File: src/rtl/coh_pkg.sv
package coh_pkg;

    localparam int STATE_W = 2;
    localparam int CMD_W   = 2;

    typedef enum logic [STATE_W-1:0] {
        LS_INV = 2'b00,
        LS_SHR = 2'b01,
        LS_EXC = 2'b10,
        LS_MOD = 2'b11
    } line_state_t;

    typedef enum logic [CMD_W-1:0] {
        CMD_NONE = 2'b00,
        CMD_RD   = 2'b01,
        CMD_RDX  = 2'b10,
        CMD_UPG  = 2'b11
    } bus_cmd_t;

    typedef enum logic [1:0] {
        ST_IDLE,
        ST_WAIT_GNT,
        ST_WAIT_DATA
    } seq_state_t;

endpackage

File: src/rtl/mesi_snoop_xfer.sv
module mesi_snoop_xfer
    import coh_pkg::*;
(
    input  line_state_t cur_state,
    input  logic        snp_valid,
    input  bus_cmd_t    snp_cmd,
    output line_state_t nxt_state,
    output logic        flush_o
);

    always_comb begin
        nxt_state = cur_state;
        flush_o   = 1'b0;
        if (snp_valid) begin
            unique case (snp_cmd)
                CMD_RD: begin
                    if (cur_state == LS_MOD) begin
                        flush_o   = 1'b1;
                        nxt_state = LS_SHR;
                    end else if (cur_state == LS_EXC) begin
                        nxt_state = LS_SHR;
                    end
                end
                CMD_RDX: begin
                    flush_o   = (cur_state == LS_MOD);
                    nxt_state = LS_INV;
                end
                CMD_UPG: begin
                    nxt_state = LS_INV;
                end
                CMD_NONE: begin
                    nxt_state = cur_state;
                end
            endcase
        end
    end

endmodule

File: src/rtl/mesi_cpu_decode.sv
module mesi_cpu_decode
    import coh_pkg::*;
(
    input  logic        cpu_rd,
    input  logic        cpu_wr,
    input  line_state_t eff_state,
    output logic        need_bus,
    output logic        kind_wr,
    output logic        silent_upg
);

    always_comb begin
        need_bus   = 1'b0;
        kind_wr    = 1'b0;
        silent_upg = 1'b0;
        if (cpu_wr) begin
            kind_wr = 1'b1;
            unique case (eff_state)
                LS_INV:  need_bus   = 1'b1;
                LS_SHR:  need_bus   = 1'b1;
                LS_EXC:  silent_upg = 1'b1;
                LS_MOD:  need_bus   = 1'b0;
            endcase
        end else if (cpu_rd) begin
            need_bus = (eff_state == LS_INV);
        end
    end

endmodule

File: src/rtl/mesi_req_pick.sv
module mesi_req_pick
    import coh_pkg::*;
(
    input  logic        pend_wr,
    input  line_state_t cur_state,
    output bus_cmd_t    cmd
);

    always_comb begin
        if (!pend_wr) begin
            cmd = CMD_RD;
        end else if (cur_state == LS_SHR) begin
            cmd = CMD_UPG;
        end else begin
            cmd = CMD_RDX;
        end
    end

endmodule

File: src/rtl/mesi_line_ctrl.sv
module mesi_line_ctrl
    import coh_pkg::*;
(
    input  logic               clk,
    input  logic               rst_n,
    input  logic               cpu_rd,
    input  logic               cpu_wr,
    output logic               cpu_busy,
    output logic               bus_req,
    output logic [CMD_W-1:0]   bus_cmd_out,
    input  logic               bus_gnt,
    input  logic               snp_valid,
    input  logic [CMD_W-1:0]   snp_cmd,
    input  logic               shared_in,
    input  logic               data_valid,
    output logic               flush,
    output logic [STATE_W-1:0] line_state
);

    seq_state_t  seq_q, seq_d;
    line_state_t line_q, line_d;
    logic        pend_wr_q, pend_wr_d;

    line_state_t snp_state;
    logic        snp_flush;
    logic        need_bus, kind_wr, silent_upg;
    bus_cmd_t    pick_cmd;
    logic        take_gnt;

    mesi_snoop_xfer u_snoop (
        .cur_state (line_q),
        .snp_valid (snp_valid),
        .snp_cmd   (bus_cmd_t'(snp_cmd)),
        .nxt_state (snp_state),
        .flush_o   (snp_flush)
    );

    mesi_cpu_decode u_decode (
        .cpu_rd     (cpu_rd),
        .cpu_wr     (cpu_wr),
        .eff_state  (snp_state),
        .need_bus   (need_bus),
        .kind_wr    (kind_wr),
        .silent_upg (silent_upg)
    );

    mesi_req_pick u_pick (
        .pend_wr   (pend_wr_q),
        .cur_state (line_q),
        .cmd       (pick_cmd)
    );

    // the atomic bus carries one transaction per cycle; a snoop wins
    assign take_gnt = bus_gnt && !snp_valid;

    always_comb begin
        seq_d     = seq_q;
        line_d    = snp_state;
        pend_wr_d = pend_wr_q;
        unique case (seq_q)
            ST_IDLE: begin
                if (need_bus) begin
                    seq_d     = ST_WAIT_GNT;
                    pend_wr_d = kind_wr;
                end else if (silent_upg) begin
                    line_d = LS_MOD;
                end
            end
            ST_WAIT_GNT: begin
                if (take_gnt) begin
                    if (pick_cmd == CMD_UPG) begin
                        line_d = LS_MOD;
                        seq_d  = ST_IDLE;
                    end else begin
                        seq_d = ST_WAIT_DATA;
                    end
                end
            end
            ST_WAIT_DATA: begin
                if (data_valid) begin
                    seq_d = ST_IDLE;
                    if (pend_wr_q) begin
                        line_d = LS_MOD;
                    end else begin
                        line_d = shared_in ? LS_SHR : LS_EXC;
                    end
                end
            end
            default: seq_d = ST_IDLE;
        endcase
    end

    always_ff @(posedge clk) begin
        if (!rst_n) begin
            seq_q     <= ST_IDLE;
            line_q    <= LS_INV;
            pend_wr_q <= 1'b0;
        end else begin
            seq_q     <= seq_d;
            line_q    <= line_d;
            pend_wr_q <= pend_wr_d;
        end
    end

    always_comb begin
        bus_req     = (seq_q == ST_WAIT_GNT);
        bus_cmd_out = bus_req ? pick_cmd : CMD_NONE;
        cpu_busy    = (seq_q != ST_IDLE);
        flush       = snp_flush;
        line_state  = line_q;
    end

    assert_no_upg_on_inv_R10: assert property (@(posedge clk) disable iff (!rst_n)
        (bus_req && bus_cmd_out == CMD_UPG) |-> (line_q == LS_SHR));

    assert_no_mod_without_data_R3: assert property (@(posedge clk) disable iff (!rst_n)
        (line_q == LS_INV && !data_valid) |=> (line_q != LS_MOD));

    assert_upg_done_at_once_R4: assert property (@(posedge clk) disable iff (!rst_n)
        (bus_req && bus_gnt && !snp_valid && bus_cmd_out == CMD_UPG)
        |=> (line_q == LS_MOD && !cpu_busy));

    assert_req_implies_busy_R11: assert property (@(posedge clk) disable iff (!rst_n)
        bus_req |-> cpu_busy);

    assert_flush_needs_dirty_R6: assert property (@(posedge clk) disable iff (!rst_n)
        flush |-> (line_q == LS_MOD && snp_valid));

    assert_rdx_invalidates_R7: assert property (@(posedge clk) disable iff (!rst_n)
        (snp_valid && snp_cmd == CMD_RDX && !data_valid) |=> (line_q == LS_INV));

    assert_gnt_with_snoop_held_R13: assert property (@(posedge clk) disable iff (!rst_n)
        (bus_req && bus_gnt && snp_valid) |=> bus_req);

endmodule

File: config.mk
export PLATFORM = sky130hd
export DESIGN_NAME = mesi_line_ctrl
export DESIGN_NICKNAME = d
export VERILOG_FILES = /design/src/rtl/coh_pkg.sv /design/src/rtl/mesi_snoop_xfer.sv /design/src/rtl/mesi_cpu_decode.sv /design/src/rtl/mesi_req_pick.sv /design/src/rtl/mesi_line_ctrl.sv
export SDC_FILE = /design/constraint.sdc
export NUM_CORES = 1
export LEC_CHECK = 0
export ABC_AREA = 1
export BUFFER_PORTS_ARGS = -buffer_cell sky130_fd_sc_hd__buf_2
export CAP_MARGIN = 20
export CORE_MARGIN = 5
export CORE_UTILIZATION = 27
export DETAILED_ROUTE_END_ITERATION = 12
export PLACE_DENSITY = 0.5
export SYNTH_ARGS = -nofsm -noshare
export SYNTH_HDL_FRONTEND = slang
export SYNTH_HIERARCHICAL = 1
export SYNTH_SLANG_ARGS = --single-unit
File: constraint.sdc
create_clock -name clk -period 1.3 [get_ports clk]
set_input_delay 0.065 -clock clk [delete_from_list [all_inputs] [get_ports clk]]
set_output_delay 0.065 -clock clk [all_outputs]
set_load 0.01 [all_outputs]
==> results.py <==
metrics = {
    "power": {
        "power_w": 0.0006412,
        "p_clk_frac": 0.273,
        "p_int_w": 0.0004026,
        "p_sw_w": 0.0002387,
        "comb_power_share": 0.411,
        "peakVddDrop_v": 0.0003219,
        "p_leak_nw": 0.3903,
        "switching_share": 0.3722,
        "p_seq_frac": 0.316,
        "powerDensity_nw_per_um2": 968.8,
    },
    "placement": {
        "dpl-instance-area_um2": 629.4,
        "place.gp.congestion": 0.8420,
        "port_buffers": 16,
        "dpl.hpwl_mm": 1.036,
    },
    "yosys": {
        "ys_ff_latch": 5,
        "syn_nets": 102,
        "avgSynthCellArea_um2": 5.380,
        "ys_types": 16,
        "netlist_area_um2": 484.2,
        "synth_top_area_cell": "dfxtp_1",
        "synth_warnings": 6,
        "synth_top_area_frac": 0.2067,
        "ys_seq_area_frac": 0.2067,
        "yosys-top-cells-area": "dfxtp_1, nand2_1, inv_1",
        "synthCells": 90,
    },
    "sta": {
        "finalHoldViolCount": 0,
        "period_share": 1.083,
        "setup_ws_ns": -0.1077,
        "slew_headroom": 0.8712,
        "fmax_ghz": 0.7104,
        "drv_slew": 0,
        "finalCriticalPeriod_ns": 1.408,
        "fin_skew_ns": 0.004122,
        "tightest_slew_ns": 0.1930,
        "rsz0062_at_grt": "true",
        "setup-tns-final_ns": -0.2261,
        "setup_viol": 3,
    },
    "global_route": {
        "grt_max_degree": 6,
        "grt-ovfl-total": 0,
        "grt_pass1_vias": 500,
        "grt_pass1_wl_mm": 2.097,
        "antenna_found_initial": 0,
        "grt_util_all_layers": 0.1024,
    },
    "routing": {
        "detail_route.wl_per_cell_um": 8.640,
        "vias": 551,
        "drtAntennaViolNets": 0,
        "drt-total-wl_mm": 1.201,
        "first_iter_violations": 8,
        "viasPerCell": 3.964,
        "firstDrtPassIters": 4,
        "drc_errors": 0,
    },
    "worst_setup_path": {
        "worstPathCellList": "nand2_2, inv_2, nor2_2, nor2_2, inv_1, nand2_1, a21oi_2, inv_1, nand2_1, nand2_1, nand2_1, nand3_1, nor2_1, nor2_1",
        "path_max_fanout": 4,
        "crit_top_cell": "nand2_1",
        "critPathSlowestCell": "dfxtp_2",
        "arrival_ns": 1.53,
        "max_stage_delay_ns": 0.33,
        "critical_path.startpoint_type": "flip-flop",
        "cp.required_ns": 1.43,
        "crit_path_end_kind": "flip-flop",
        "crit_type": "reg -> reg",
    },
    "clock_network": {
        "insertion_delay_ns": 0.24,
        "cts_tree": "yes",
        "post_cts_buffers": 0,
        "htreeDepth": 1,
        "cts_num_sinks": 5,
        "cts_hold_buf": 0,
        "cts_root_buf": "clkbuf_4",
        "numCtsBuffers": 3,
        "path_clk_slew_ns": 0.04,
        "clockBufferDepth": 2,
    },
    "final_layout": {
        "multi_input_area_um2": 294.0,
        "final_common_cell": "nand2_1",
        "diodes": 0,
        "drive_above_1_share": 0.3333,
        "layout.nets": 127,
        "syn_to_final_growth_pct": 36.69,
        "final_area_um2": 661.9,
        "final_cell_mix": "nand2_1, inv_1, buf_2",
        "seq_area_um2": 102.6,
        "fillers": 197,
    },
    "run_status": {
        "status": "complete, but fails checks",
        "violations": "setup timing",
    },
    "flow_run": {
        "maxCapViolations": 0,
    },
    "die": {
        "rows": 15,
        "ios": 17,
        "coreArea_um2": 1708,
        "fp.dieW_um": 52.35,
        "die_y_um": 52.35,
        "die_area_um2": 2741,
        "start_util": 0.2835,
    },
    "worst_hold_path": {
        "hp-class": "in -> reg",
    },
}
## critical path: cells and delay by family, from the launching register on
kind | cells | cell delay [ns]
buffers and inverters | 3 | 0.14
AND/OR/NAND/NOR | 10 | 0.68
flip-flops | 1 | 0.33
AO/OA/AOI/OAI | 1 | 0.15
## cell usage after synthesis
cell,count
nand2_1,26
inv_1,19
nor2_1,15
a21oi_1,5
dfxtp_1,5
nand3_1,4
o21ai_1,3
buf_4,2
ha_1,2
inv_2,2
nor2_2,2
a211oi_2,1
a21boi_1,1
a21oi_2,1
clkinv_1,1
nand2_2,1
## power groups by stage
stage                     Sequential [W]  Clock [W]  Combinational (W)
final                           0.000202   0.000175           0.000263
after global placement          0.000205          0           0.000261
after global routing            0.000208   0.000201           0.000307
after CTS                       0.000201   0.000184           0.000264
after floorplan                 0.000202          0           0.000170
after detailed placement        0.000204          0           0.000263
## area by class of cell
| class | count | share of cell area |
|---|---|---|
| Multi-Input combinational cell | 61 | 0.4442 |
| Clock buffer | 4 | 0.03970 |
| Timing Repair Buffer | 22 | 0.1890 |
| Tap cell | 25 | 0.04726 |
| Inverter | 22 | 0.1248 |
| Sequential cell | 5 | 0.1550 |
## state kept, by name (all words and copies together), names as in the netlist
signal / flops
line_state: 2
pend_wr_q: 1
seq_q: 2
## per-stage QoR
| stage | cells | hold slack (ns) | worst slack (ns) | utilization |
|---|---|---|---|---|
| after floorplan | 90 | 0.2026 | -0.02386 | - |
| after global placement | 135 | 0.3530 | -0.1797 | 0.3685 |
| after detailed placement | 135 | 0.3534 | -0.2067 | 0.3685 |
| after CTS | 139 | 0.09388 | -0.1222 | 0.3839 |
| after global routing | 139 | 0.1113 | -0.2651 | 0.3875 |
| final | 139 | 0.1003 | -0.1077 | 0.3875 |
## kinds of logic (layout without fill, tap and decap cells)
family / count (synthesis) / count (layout) / share of synthesized area
compound gates: 11 / 11 / 0.1421
buf+inv: 24 / 48 / 0.2015
fa+ha+maj: 2 / 2 / 0.05167
simple gates: 48 / 48 / 0.3979
flops: 5 / 5 / 0.2067
## worst paths after layout
check	end	slack [ns]	depth (start not counted)	from
max	line_state[1]	-0.11	14	line_state[0]
min	pend_wr_q	0.10	3	rst_n
min reg2reg	pend_wr_q	0.54	2	pend_wr_q
max reg2reg	line_state[1]	-0.11	14	line_state[0]
## per-layer routing
metal,vias to the layer above,global-route usage,share of wire
met1,224,0.1327,0.47
met5,-,0,0
met3,2,0.02564,0.054
li1,313,-,-
met4,0,0.06383,0.010
met2,12,0.1488,0.47
## what timing repair did
item,CTS,global route
endpoints found under the setup margin,3,6
resized for setup,0,4
pin swaps,0,3
(Power assumes the default switching activity.)
